File: src/rtl/pq_pkg.sv
package pq_pkg;
    localparam int WORD_W   = 16;
    localparam int FIELD_LO = 2;
    localparam int PRIO_LO  = 12;
    localparam int PRIO_W   = 3;

    typedef logic [WORD_W-1:0] word_t;
    typedef logic [PRIO_W-1:0] prio_t;

    typedef enum logic [4:0] {
        S_IDLE,
        S_LINK_RD,
        S_LINK_WT,
        S_SRCQ_RD,
        S_SRCQ_WT,
        S_SRCH_RD,
        S_SRCH_WT,
        S_UNLINK_WR,
        S_FIX_RD,
        S_FIX_WT,
        S_FIX_WR,
        S_DSTQ_RD,
        S_DSTQ_WT,
        S_TAIL_RD,
        S_TAIL_WT,
        S_WALK_RD,
        S_WALK_WT,
        S_DSTQ_WR,
        S_PREV_WR,
        S_PSB_WR,
        S_DONE
    } walk_state_e;
endpackage

File: src/rtl/pq_field_dec.sv
module pq_field_dec
    import pq_pkg::*;
#(
    parameter int IDX_W = 10
) (
    input  word_t            word_i,
    output logic [IDX_W-1:0] idx_o,
    output prio_t            prio_o
);
    localparam int FIELD_HI = FIELD_LO + IDX_W - 1;

    assign idx_o  = word_i[FIELD_HI:FIELD_LO];
    assign prio_o = word_i[PRIO_LO +: PRIO_W];
endmodule

File: src/rtl/pq_field_ins.sv
module pq_field_ins
    import pq_pkg::*;
#(
    parameter int IDX_W = 10
) (
    input  word_t            word_i,
    input  logic [IDX_W-1:0] idx_i,
    output word_t            word_o
);
    localparam int FIELD_HI = FIELD_LO + IDX_W - 1;

    always_comb begin
        word_o                    = word_i;
        word_o[FIELD_HI:FIELD_LO] = idx_i;
    end
endmodule

File: src/rtl/pq_walker.sv
module pq_walker
    import pq_pkg::*;
#(
    parameter int IDX_W = 10
) (
    input  logic              clk,
    input  logic              rst_n,
    input  logic              cmd_valid,
    input  logic              cmd_src_null,
    input  logic [IDX_W+1:0]  cmd_src_addr,
    input  logic [IDX_W+1:0]  cmd_dst_addr,
    input  logic [IDX_W-1:0]  cmd_idx,
    output logic              idle_o,
    output logic              done_o,
    output logic              mem_en,
    output logic              mem_we,
    output logic [IDX_W+1:0]  mem_addr,
    output word_t             mem_wdata,
    input  word_t             mem_rdata
);
    localparam int AW = IDX_W + 2;
    typedef logic [IDX_W-1:0] idx_t;
    typedef logic [AW-1:0]    addr_t;

    walk_state_e state_q, state_d;

    logic  src_null_q;
    addr_t src_q, dst_q;
    idx_t  psb_q, nxt0_q, cur_q, prev_q, after_q;
    word_t link_q, word_q, dstw_q;
    prio_t prio_q;
    logic  empty_q;

    idx_t  rd_next;
    prio_t rd_prio;
    word_t mword;
    idx_t  midx;
    addr_t fix_addr;

    pq_field_dec #(.IDX_W(IDX_W)) u_dec (
        .word_i (mem_rdata),
        .idx_o  (rd_next),
        .prio_o (rd_prio)
    );

    pq_field_ins #(.IDX_W(IDX_W)) u_ins (
        .word_i (mword),
        .idx_i  (midx),
        .word_o (mem_wdata)
    );

    assign fix_addr = src_null_q ? {psb_q, 2'b01} : src_q;

    // State register
    always_ff @(posedge clk) begin
        if (!rst_n) state_q <= S_IDLE;
        else        state_q <= state_d;
    end

    // Transitions
    always_comb begin
        state_d = state_q;
        unique case (state_q)
            S_IDLE:      if (cmd_valid) state_d = S_LINK_RD;
            S_LINK_RD:   state_d = S_LINK_WT;
            S_LINK_WT: begin
                if (rd_next == psb_q)  state_d = S_FIX_RD;
                else if (src_null_q)   state_d = S_SRCH_RD;
                else                   state_d = S_SRCQ_RD;
            end
            S_SRCQ_RD:   state_d = S_SRCQ_WT;
            S_SRCQ_WT:   state_d = S_SRCH_RD;
            S_SRCH_RD:   state_d = S_SRCH_WT;
            S_SRCH_WT:   state_d = (rd_next == psb_q) ? S_UNLINK_WR : S_SRCH_RD;
            S_UNLINK_WR: state_d = S_FIX_RD;
            S_FIX_RD:    state_d = S_FIX_WT;
            S_FIX_WT: begin
                if (src_null_q || (rd_next == psb_q)) state_d = S_FIX_WR;
                else                                  state_d = S_DSTQ_RD;
            end
            S_FIX_WR:    state_d = S_DSTQ_RD;
            S_DSTQ_RD:   state_d = S_DSTQ_WT;
            S_DSTQ_WT:   state_d = (rd_next == '0) ? S_DSTQ_WR : S_TAIL_RD;
            S_TAIL_RD:   state_d = S_TAIL_WT;
            S_TAIL_WT:   state_d = (rd_prio >= prio_q) ? S_DSTQ_WR : S_WALK_RD;
            S_WALK_RD:   state_d = S_WALK_WT;
            S_WALK_WT:   state_d = (prio_q > rd_prio) ? S_PREV_WR : S_WALK_RD;
            S_DSTQ_WR:   state_d = empty_q ? S_PSB_WR : S_PREV_WR;
            S_PREV_WR:   state_d = S_PSB_WR;
            S_PSB_WR:    state_d = S_DONE;
            S_DONE:      state_d = S_IDLE;
            default:     state_d = S_IDLE;
        endcase
    end

    // Memory-port outputs
    always_comb begin
        mem_en   = 1'b0;
        mem_we   = 1'b0;
        mem_addr = {psb_q, 2'b00};
        mword    = word_q;
        midx     = psb_q;
        unique case (state_q)
            S_LINK_RD: mem_en = 1'b1;
            S_SRCQ_RD: begin
                mem_en   = 1'b1;
                mem_addr = src_q;
            end
            S_SRCH_RD, S_TAIL_RD, S_WALK_RD: begin
                mem_en   = 1'b1;
                mem_addr = {cur_q, 2'b00};
            end
            S_UNLINK_WR: begin
                mem_en   = 1'b1;
                mem_we   = 1'b1;
                mem_addr = {prev_q, 2'b00};
                midx     = nxt0_q;
            end
            S_FIX_RD: begin
                mem_en   = 1'b1;
                mem_addr = fix_addr;
            end
            S_FIX_WR: begin
                mem_en   = 1'b1;
                mem_we   = 1'b1;
                mem_addr = fix_addr;
                midx     = src_null_q ? nxt0_q : prev_q;
            end
            S_DSTQ_RD: begin
                mem_en   = 1'b1;
                mem_addr = dst_q;
            end
            S_DSTQ_WR: begin
                mem_en   = 1'b1;
                mem_we   = 1'b1;
                mem_addr = dst_q;
                mword    = dstw_q;
            end
            S_PREV_WR: begin
                mem_en   = 1'b1;
                mem_we   = 1'b1;
                mem_addr = {prev_q, 2'b00};
            end
            S_PSB_WR: begin
                mem_en   = 1'b1;
                mem_we   = 1'b1;
                mword    = link_q;
                midx     = after_q;
            end
            default: ;
        endcase
    end

    assign idle_o = (state_q == S_IDLE);
    assign done_o = (state_q == S_DONE);

    // Datapath registers
    always_ff @(posedge clk) begin
        if (!rst_n) begin
            src_null_q <= 1'b0;
            src_q      <= '0;
            dst_q      <= '0;
            psb_q      <= '0;
            nxt0_q     <= '0;
            cur_q      <= '0;
            prev_q     <= '0;
            after_q    <= '0;
            link_q     <= '0;
            word_q     <= '0;
            dstw_q     <= '0;
            prio_q     <= '0;
            empty_q    <= 1'b0;
        end else begin
            unique case (state_q)
                S_IDLE: if (cmd_valid) begin
                    src_null_q <= cmd_src_null;
                    src_q      <= cmd_src_addr;
                    dst_q      <= cmd_dst_addr;
                    psb_q      <= cmd_idx;
                end
                S_LINK_WT: begin
                    link_q <= mem_rdata;
                    nxt0_q <= rd_next;
                    prio_q <= rd_prio;
                    cur_q  <= rd_next;
                    prev_q <= '0;
                end
                S_SRCQ_WT: cur_q <= rd_next;
                S_SRCH_WT: begin
                    word_q <= mem_rdata;
                    if (rd_next == psb_q) prev_q <= cur_q;
                    else                  cur_q  <= rd_next;
                end
                S_FIX_WT: word_q <= mem_rdata;
                S_DSTQ_WT: begin
                    dstw_q  <= mem_rdata;
                    cur_q   <= rd_next;
                    empty_q <= (rd_next == '0);
                    after_q <= psb_q;
                end
                S_TAIL_WT: begin
                    word_q  <= mem_rdata;
                    prev_q  <= cur_q;
                    after_q <= rd_next;
                    cur_q   <= rd_next;
                end
                S_WALK_WT: begin
                    if (prio_q > rd_prio) begin
                        after_q <= cur_q;
                    end else begin
                        prev_q <= cur_q;
                        word_q <= mem_rdata;
                        cur_q  <= rd_next;
                    end
                end
                default: ;
            endcase
        end
    end
endmodule

File: src/rtl/pq_status.sv
module pq_status (
    input  logic clk,
    input  logic rst_n,
    input  logic finish_i,
    input  logic clr_i,
    output logic flag_o
);
    always_ff @(posedge clk) begin
        if (!rst_n)        flag_o <= 1'b0;
        else if (finish_i) flag_o <= 1'b1;
        else if (clr_i)    flag_o <= 1'b0;
    end
endmodule

File: src/rtl/pq_mover.sv
module pq_mover
    import pq_pkg::*;
#(
    parameter int IDX_W = 10
) (
    input  logic             clk,
    input  logic             rst_n,
    input  logic             cmd_valid,
    output logic             cmd_ready,
    input  logic             cmd_src_null,
    input  logic [IDX_W+1:0] cmd_src_addr,
    input  logic [IDX_W+1:0] cmd_dst_addr,
    input  logic [IDX_W-1:0] cmd_idx,
    output logic             done,
    output logic             requeued,
    input  logic             requeued_clr,
    output logic             mem_en,
    output logic             mem_we,
    output logic [IDX_W+1:0] mem_addr,
    output logic [15:0]      mem_wdata,
    input  logic [15:0]      mem_rdata
);
    pq_walker #(.IDX_W(IDX_W)) u_walker (
        .clk          (clk),
        .rst_n        (rst_n),
        .cmd_valid    (cmd_valid),
        .cmd_src_null (cmd_src_null),
        .cmd_src_addr (cmd_src_addr),
        .cmd_dst_addr (cmd_dst_addr),
        .cmd_idx      (cmd_idx),
        .idle_o       (cmd_ready),
        .done_o       (done),
        .mem_en       (mem_en),
        .mem_we       (mem_we),
        .mem_addr     (mem_addr),
        .mem_wdata    (mem_wdata),
        .mem_rdata    (mem_rdata)
    );

    pq_status u_status (
        .clk      (clk),
        .rst_n    (rst_n),
        .finish_i (done),
        .clr_i    (requeued_clr),
        .flag_o   (requeued)
    );
endmodule

File: config.mk
export PLATFORM = sky130hd
export DESIGN_NAME = pq_mover
export DESIGN_NICKNAME = d
export VERILOG_FILES = /design/src/rtl/pq_pkg.sv /design/src/rtl/pq_field_dec.sv /design/src/rtl/pq_field_ins.sv /design/src/rtl/pq_walker.sv /design/src/rtl/pq_status.sv /design/src/rtl/pq_mover.sv
export SDC_FILE = /design/constraint.sdc
export NUM_CORES = 1
export LEC_CHECK = 0
export BUFFER_PORTS_ARGS = -buffer_cell sky130_fd_sc_hd__buf_2
export CAP_MARGIN = 20
export CORE_ASPECT_RATIO = 1.25
export CORE_MARGIN = 5
export CORE_UTILIZATION = 57
export DETAILED_ROUTE_END_ITERATION = 10
export HOLD_SLACK_MARGIN = 0.03
export MAX_ROUTING_LAYER = met4
export PLACE_DENSITY = 0.9
export SLEW_MARGIN = 20
export SYNTH_ARGS = -nofsm -noshare
export SYNTH_HDL_FRONTEND = slang
export SYNTH_SLANG_ARGS = --single-unit
File: constraint.sdc
create_clock -name clk -period 2.3 [get_ports clk]
set_input_delay 0.23 -clock clk [delete_from_list [all_inputs] [get_ports clk]]
set_output_delay 0.23 -clock clk [all_outputs]
set_load 0.005 [all_outputs]
After elaboration in Yosys (flattened, before gate mapping):

Index checks and enable logic that the tools add are counted.

* muxes and demuxes: 29
* order comparisons: 2
* equality and inequality tests: 26
* reductions and logical operators: 21

Operators by type and width (number)
* $pmux W5 S20: 1
* $pmux W10 S3: 3
* $pmux W16 S2: 2
* $mux W10: 6
* $pmux W12 S5: 1
* $eq A5 B4 Y1 const B: 8
* $pmux W10 S4: 1
* $eq A5 B5 Y1 const B: 5
* $mux W5: 5
* $eq A5 B3 Y1 const B: 4
* $mux W16: 1
* $mux W12: 1
* $reduce_or A12 Y1: 1
* $eq A10 B10 Y1: 1
* $eq A5 B2 Y1 const B: 2
* $logic_not A10 Y1: 1
* $mux W1: 6
* $ne A2 B2 Y1 const B: 3
* $reduce_and A2 Y1: 3
* $reduce_and A3 Y1: 2
* $reduce_bool A3 Y1: 2
* $reduce_or A2 Y1: 3
* $reduce_or A3 Y1: 2
* $eq A5 B1 Y1 const B: 1
* other kinds (11): 13

* bits in registers: 133
* bits of input ports: 55
* logic and storage cells: 93
* output and inout port bits: 33

Depth between registers and ports, before layout:

* word-level depth: 4
* mapped depth: 8
* mapped depth without buffers: 7

Hierarchy:

A second synthesis with hierarchy kept.

* cell total of the unflattened synthesis: 864
* area, all modules: 7165.6 um^2

Modules (own cells, without submodules)
* pq_walker: area an instance 6906.6 um^2, cells an instance 832, seq. area each 2642.5 um^2, instances 1
* pq_field_ins: area an instance 120.1 um^2, cells an instance 16, seq. area each 0.0 um^2, instances 1
* pq_field_dec: area an instance 97.6 um^2, cells an instance 13, seq. area each 0.0 um^2, instances 1
* pq_status: area an instance 41.3 um^2, cells an instance 3, seq. area each 20.0 um^2, instances 1

Worst setup path after synthesis:

OpenSTA, ideal clock, no wires.

* path kind: reg2reg
* from: register, netlist name u_walker.link_q[14]
* to: register u_walker.word_q[0]
* period minus slack after synthesis: 1.872 ns
* stages on the path, launching flop included: 8
* setup time: 0.116 ns
* path buffers: 0
* path slack: 0.428 ns
* arrival: 1.756 ns
* required time: 2.184 ns
* path through: dfxtp_1 inv_1 ha_1 a21oi_1 nand2_1 a22oi_2 mux2i_1 nor2b_1

RTL lines
* to (signal assigned): RTL line pq_walker.sv:190 `word_q <= mem_rdata;`
* to (signal assigned): RTL line pq_walker.sv:194 `S_FIX_WT: word_q <= mem_rdata;`
* to (signal assigned): RTL line pq_walker.sv:202 `word_q <= mem_rdata;`
* to (decl): RTL line pq_walker.sv:30 `word_t link_q, word_q, dstw_q;`

Worst setup path in the final report:

* from: register u_walker.state_q[4]
* to: output port mem_wdata[9]

* longest elaborated chain between the ends: 2
* elaborated cells between the ends (all ways): 4

Ends and longest elaborated chain
* from (decl): RTL line pq_walker.sv:25 `walk_state_e state_q, state_d;`
* from (signal assigned): RTL line pq_walker.sv:57 `else state_q <= state_d;`
* $eq A5 B5 Y1 (tied with other cells): RTL line pq_walker.sv:103 `unique case (state_q)`
* $pmux W10 S3 *: RTL line pq_walker.sv:103
* to (decl): RTL line pq_mover.sv:20 `output logic [15:0] mem_wdata,`

Every way passes the cells marked *; elsewhere a longest branch is shown, timed or not.

==> impl_metrics.json <==
{
  "cts_buffer_depth": 2,
  "synth-xor-area-share_pct": 1.98,
  "overflow": 0,
  "gp_congestion": 1.04,
  "leakage_nw": 2.58,
  "post-route-period-util_pct": 101,
  "power.switching_w": 0.00141,
  "die_area_sq_um": 11300,
  "pwr-share-clk_pct": 31.8,
  "ys_ff_latch": 100,
  "critical_path_class": "reg2out",
  "synth_edf_count": 0,
  "setup-tns-final_ns": -0.0548,
  "relSlewSlack_pct": 61.4,
  "cts_sinks": 100,
  "drv_slew": 0,
  "grt_max_degree": 67,
  "synth_top_family_by_area": "compound AO/OA/AOI/OAI gates",
  "postRouteAntennaNets": 0,
  "clock_latency_ns": 0.35,
  "routed_wl_mm": 16.8,
  "grt_antenna_before_repair": 0,
  "cap_viol_max_count": 0,
  "cp-end-kind": "primary output",
  "grt_pass1_wl_mm": 25.8,
  "initial_core_util_pct": 58.1,
  "rows": 39,
  "rrSetupSlack_ns": 0.20,
  "synth_cell_type_count": 66,
  "p_int_w": 0.00302,
  "critPathLaunchType": "flop",
  "dp_hpwl_mm": 11.9,
  "grt_pass1_vias": 5401,
  "wl_per_cell_microns": 19.4,
  "hold_buffers": 0,
  "combPwrFrac_pct": 23.1,
  "routed_via_density": 6.42,
  "final_nets": 795,
  "clk_pin_slew_worst_paths_ns": 0.07,
  "syn2layout_area_growth_pct": 21.3,
  "rsz0062_at_grt": "true",
  "worstMarginPinSlew_ns": 0.575,
  "hold-worst-slack_ns": 0.111,
  "post-route-min-period_ns": 2.32,
  "cts_root_buf": "clkbuf_16",
  "ios": 88,
  "ir_worst_vdd_mv": 0.511,
  "muxShareOfSynthArea_pct": 5.66,
  "synthFlopType": "dfxtp_1",
  "crit_required_ns": 2.07,
  "cts_buffers": 9,
  "drcViolationCount": 0,
  "outcome": "finished, violations left",
  "min_path_type": "in2reg",
  "die_y_microns": 118,
  "die_w_microns": 96.3,
  "p_seq_share_pct": 45.1,
  "grtUsageTotal_pct": 29.7,
  "worst_ep_arrival_time_ns": 2.09,
  "layout-drive-gt1-share_pct": 24.3,
  "fillerInstances": 658,
  "tritoncts": "yes",
  "port_buffers": 87,
  "synth_warnings": 0,
  "async_reset_ff_share_pct": 0,
  "fmax_ghz": 0.431,
  "p_per_area_nw_per_um2": 688,
  "finalWorstSetupSlack_ns": -0.0223,
  "seq_area_frac_synth_pct": 37.7,
  "netlist_instances": 643,
  "setup_violations": 3,
  "syn_area_per_cell_sq_um": 8.25,
  "synth_compound_area_share_pct": 27.4,
  "dr.pass1.iters": 8,
  "fin_worst_skew_ns": 0.00964,
  "synthesis.area_sq_um": 5310,
  "synthAdderAreaFrac_pct": 0.708,
  "diodes": 0,
  "hold_violations": 0,
  "vias": 5551,
  "htree_levels": 3,
  "syn_nets": 701,
  "path_max_fanout": 15,
  "drt_iter0_markers": 673,
  "swShare_pct": 31.9,
  "synth-simple-area-share_pct": 21.5,
  "violations": "negative setup slack",
  "core_area_sq_um": 9130
}
-- power groups by stage --
stage	clock, W	combinational, W	sequential [W]
after floorplan	0	0.000635	0.00196
after CTS	0.00141	0.000970	0.00199
after global placement	0	0.000931	0.00202
final	0.00141	0.00102	0.00200
after detailed placement	0	0.000958	0.00202
after global routing	0.00148	0.00112	0.00201
-- final timing paths --
| kind | start | to | cells past startpoint |
|---|---|---|---|
| worst min register to register | u_walker.link_q[1]$_SDFFE_PN0P_ | u_walker.link_q[1]$_SDFFE_PN0P_ | 2 |
| worst min-delay path | cmd_idx[8] | u_walker.psb_q[8]$_SDFFE_PN0P_ | 3 |
| worst max-delay path | u_walker.state_q[4]$_SDFFE_PN0P_ | mem_wdata[9] | 6 |
| worst max register to register | u_walker.state_q[1]$_SDFFE_PN0P_ | u_walker.after_q[9]$_SDFFE_PN0P_ | 6 |
-- per-layer routing --
| layer | track usage (%) | wire [microns] | up-vias |
|---|---|---|---|
| met2 | 46.2 | 8070 | 368 |
| met3 | 4.54 | 1330 | 133 |
| met1 | 33.3 | 5930 | 2570 |
| met5 | - | 0 | - |
| li1 | - | - | 2480 |
| met4 | 23.2 | 1470 | 0 |
-- per-stage QoR --
stage	instances	area [sq um]	setup slack, ns	total power [W]	utilization, %
after floorplan	643	5310	0.428	0.00260	-
after global placement	845	6000	0.193	0.00295	65.7
after detailed placement	845	6000	0.0768	0.00298	65.7
after CTS	862	6310	-0.0558	0.00437	69.1
after global routing	865	6430	-0.0386	0.00461	70.5
final	865	6430	-0.0223	0.00443	70.5
-- kinds of logic (layout without fill, tap and decap cells) --
logic type	after synthesis	in the layout
DFF	100	100
buffers and inverters	63	161
AOI/OAI and AO/OA	192	193
muxes	30	30
adders and majority gates	3	3
xor gates and xnor gates	12	12
and+or+nand+nor	243	243
-- flip-flops by register name, indices dropped and copies added (netlist names), 2 cells and up --
name              count
u_walker.link_q      14
u_walker.psb_q       10
u_walker.src_q       12
u_walker.state_q      5
u_walker.prio_q       2
u_walker.dstw_q       6
u_walker.prev_q      10
u_walker.after_q     10
u_walker.word_q       6
u_walker.cur_q       10
u_walker.dst_q       12
-- final cells by class --
cell class / count / area [sq um] / area share (%)
clock inverter: 4 / 25.0 / 0.389
multi-input combinational: 481 / 3150 / 48.9
timing repair buffer: 128 / 782 / 12.2
clock buffer: 12 / 246 / 3.83
sequential: 100 / 2010 / 31.3
tap: 123 / 154 / 2.39
inverter: 17 / 66.3 / 1.03
-- repair_timing --
action                     4_1_cts  5_1_grt
pin swaps                        2        4
cloned                           0        1
setup endpoints to repair       21       37
setup buffers                    1        2
resized for setup                8       23
-- cells in the mapped netlist (all sizes together), types with 8 or more instances --
master	n	area, sq um
a21oi	19	103
buf	19	100
mux2i	30	300
o211a	10	100
o211ai	11	82.6
a21boi	52	394
nand2b	8	50.1
nor2	23	88.8
a22oi	32	245
nand3	13	65.1
nor2b	22	138
a22o	11	96.3
o21ai	21	109
dfxtp	100	2000
clkbuf	27	103
inv	16	60.1
xor2	10	87.6
a222oi	10	100
nor3	9	60.1
nand2	147	552
-- cell usage in the layout, fill, tap and decap left out, drive strengths merged, types with 3 or more instances in the layout --
cell type  count
nor2          23
or3            3
mux2i         30
o21ai         21
nand2b         8
nand3         13
nor2b         22
a21boi        52
inv           17
a222oi        10
nor3           9
a31oi          3
and3           3
dfxtp        100
o21a           4
buf          127
o211ai        11
nand2        147
xor2          10
nor4           4
o211a         10
clkbuf        13
a22o          11
a22oi         32
a21oi         20
ha             3
o32a           3
-- worst max-delay path: stages, from the launching register on --
cell and delay, ns:
dfxtp_2 0.34, buf_4 0.21, nand2b_2 0.17, nor3_2 0.32, o21a_2 0.33, o21ai_0 0.19
buf_2 0.18
Power figures use the tool's default switching activity.
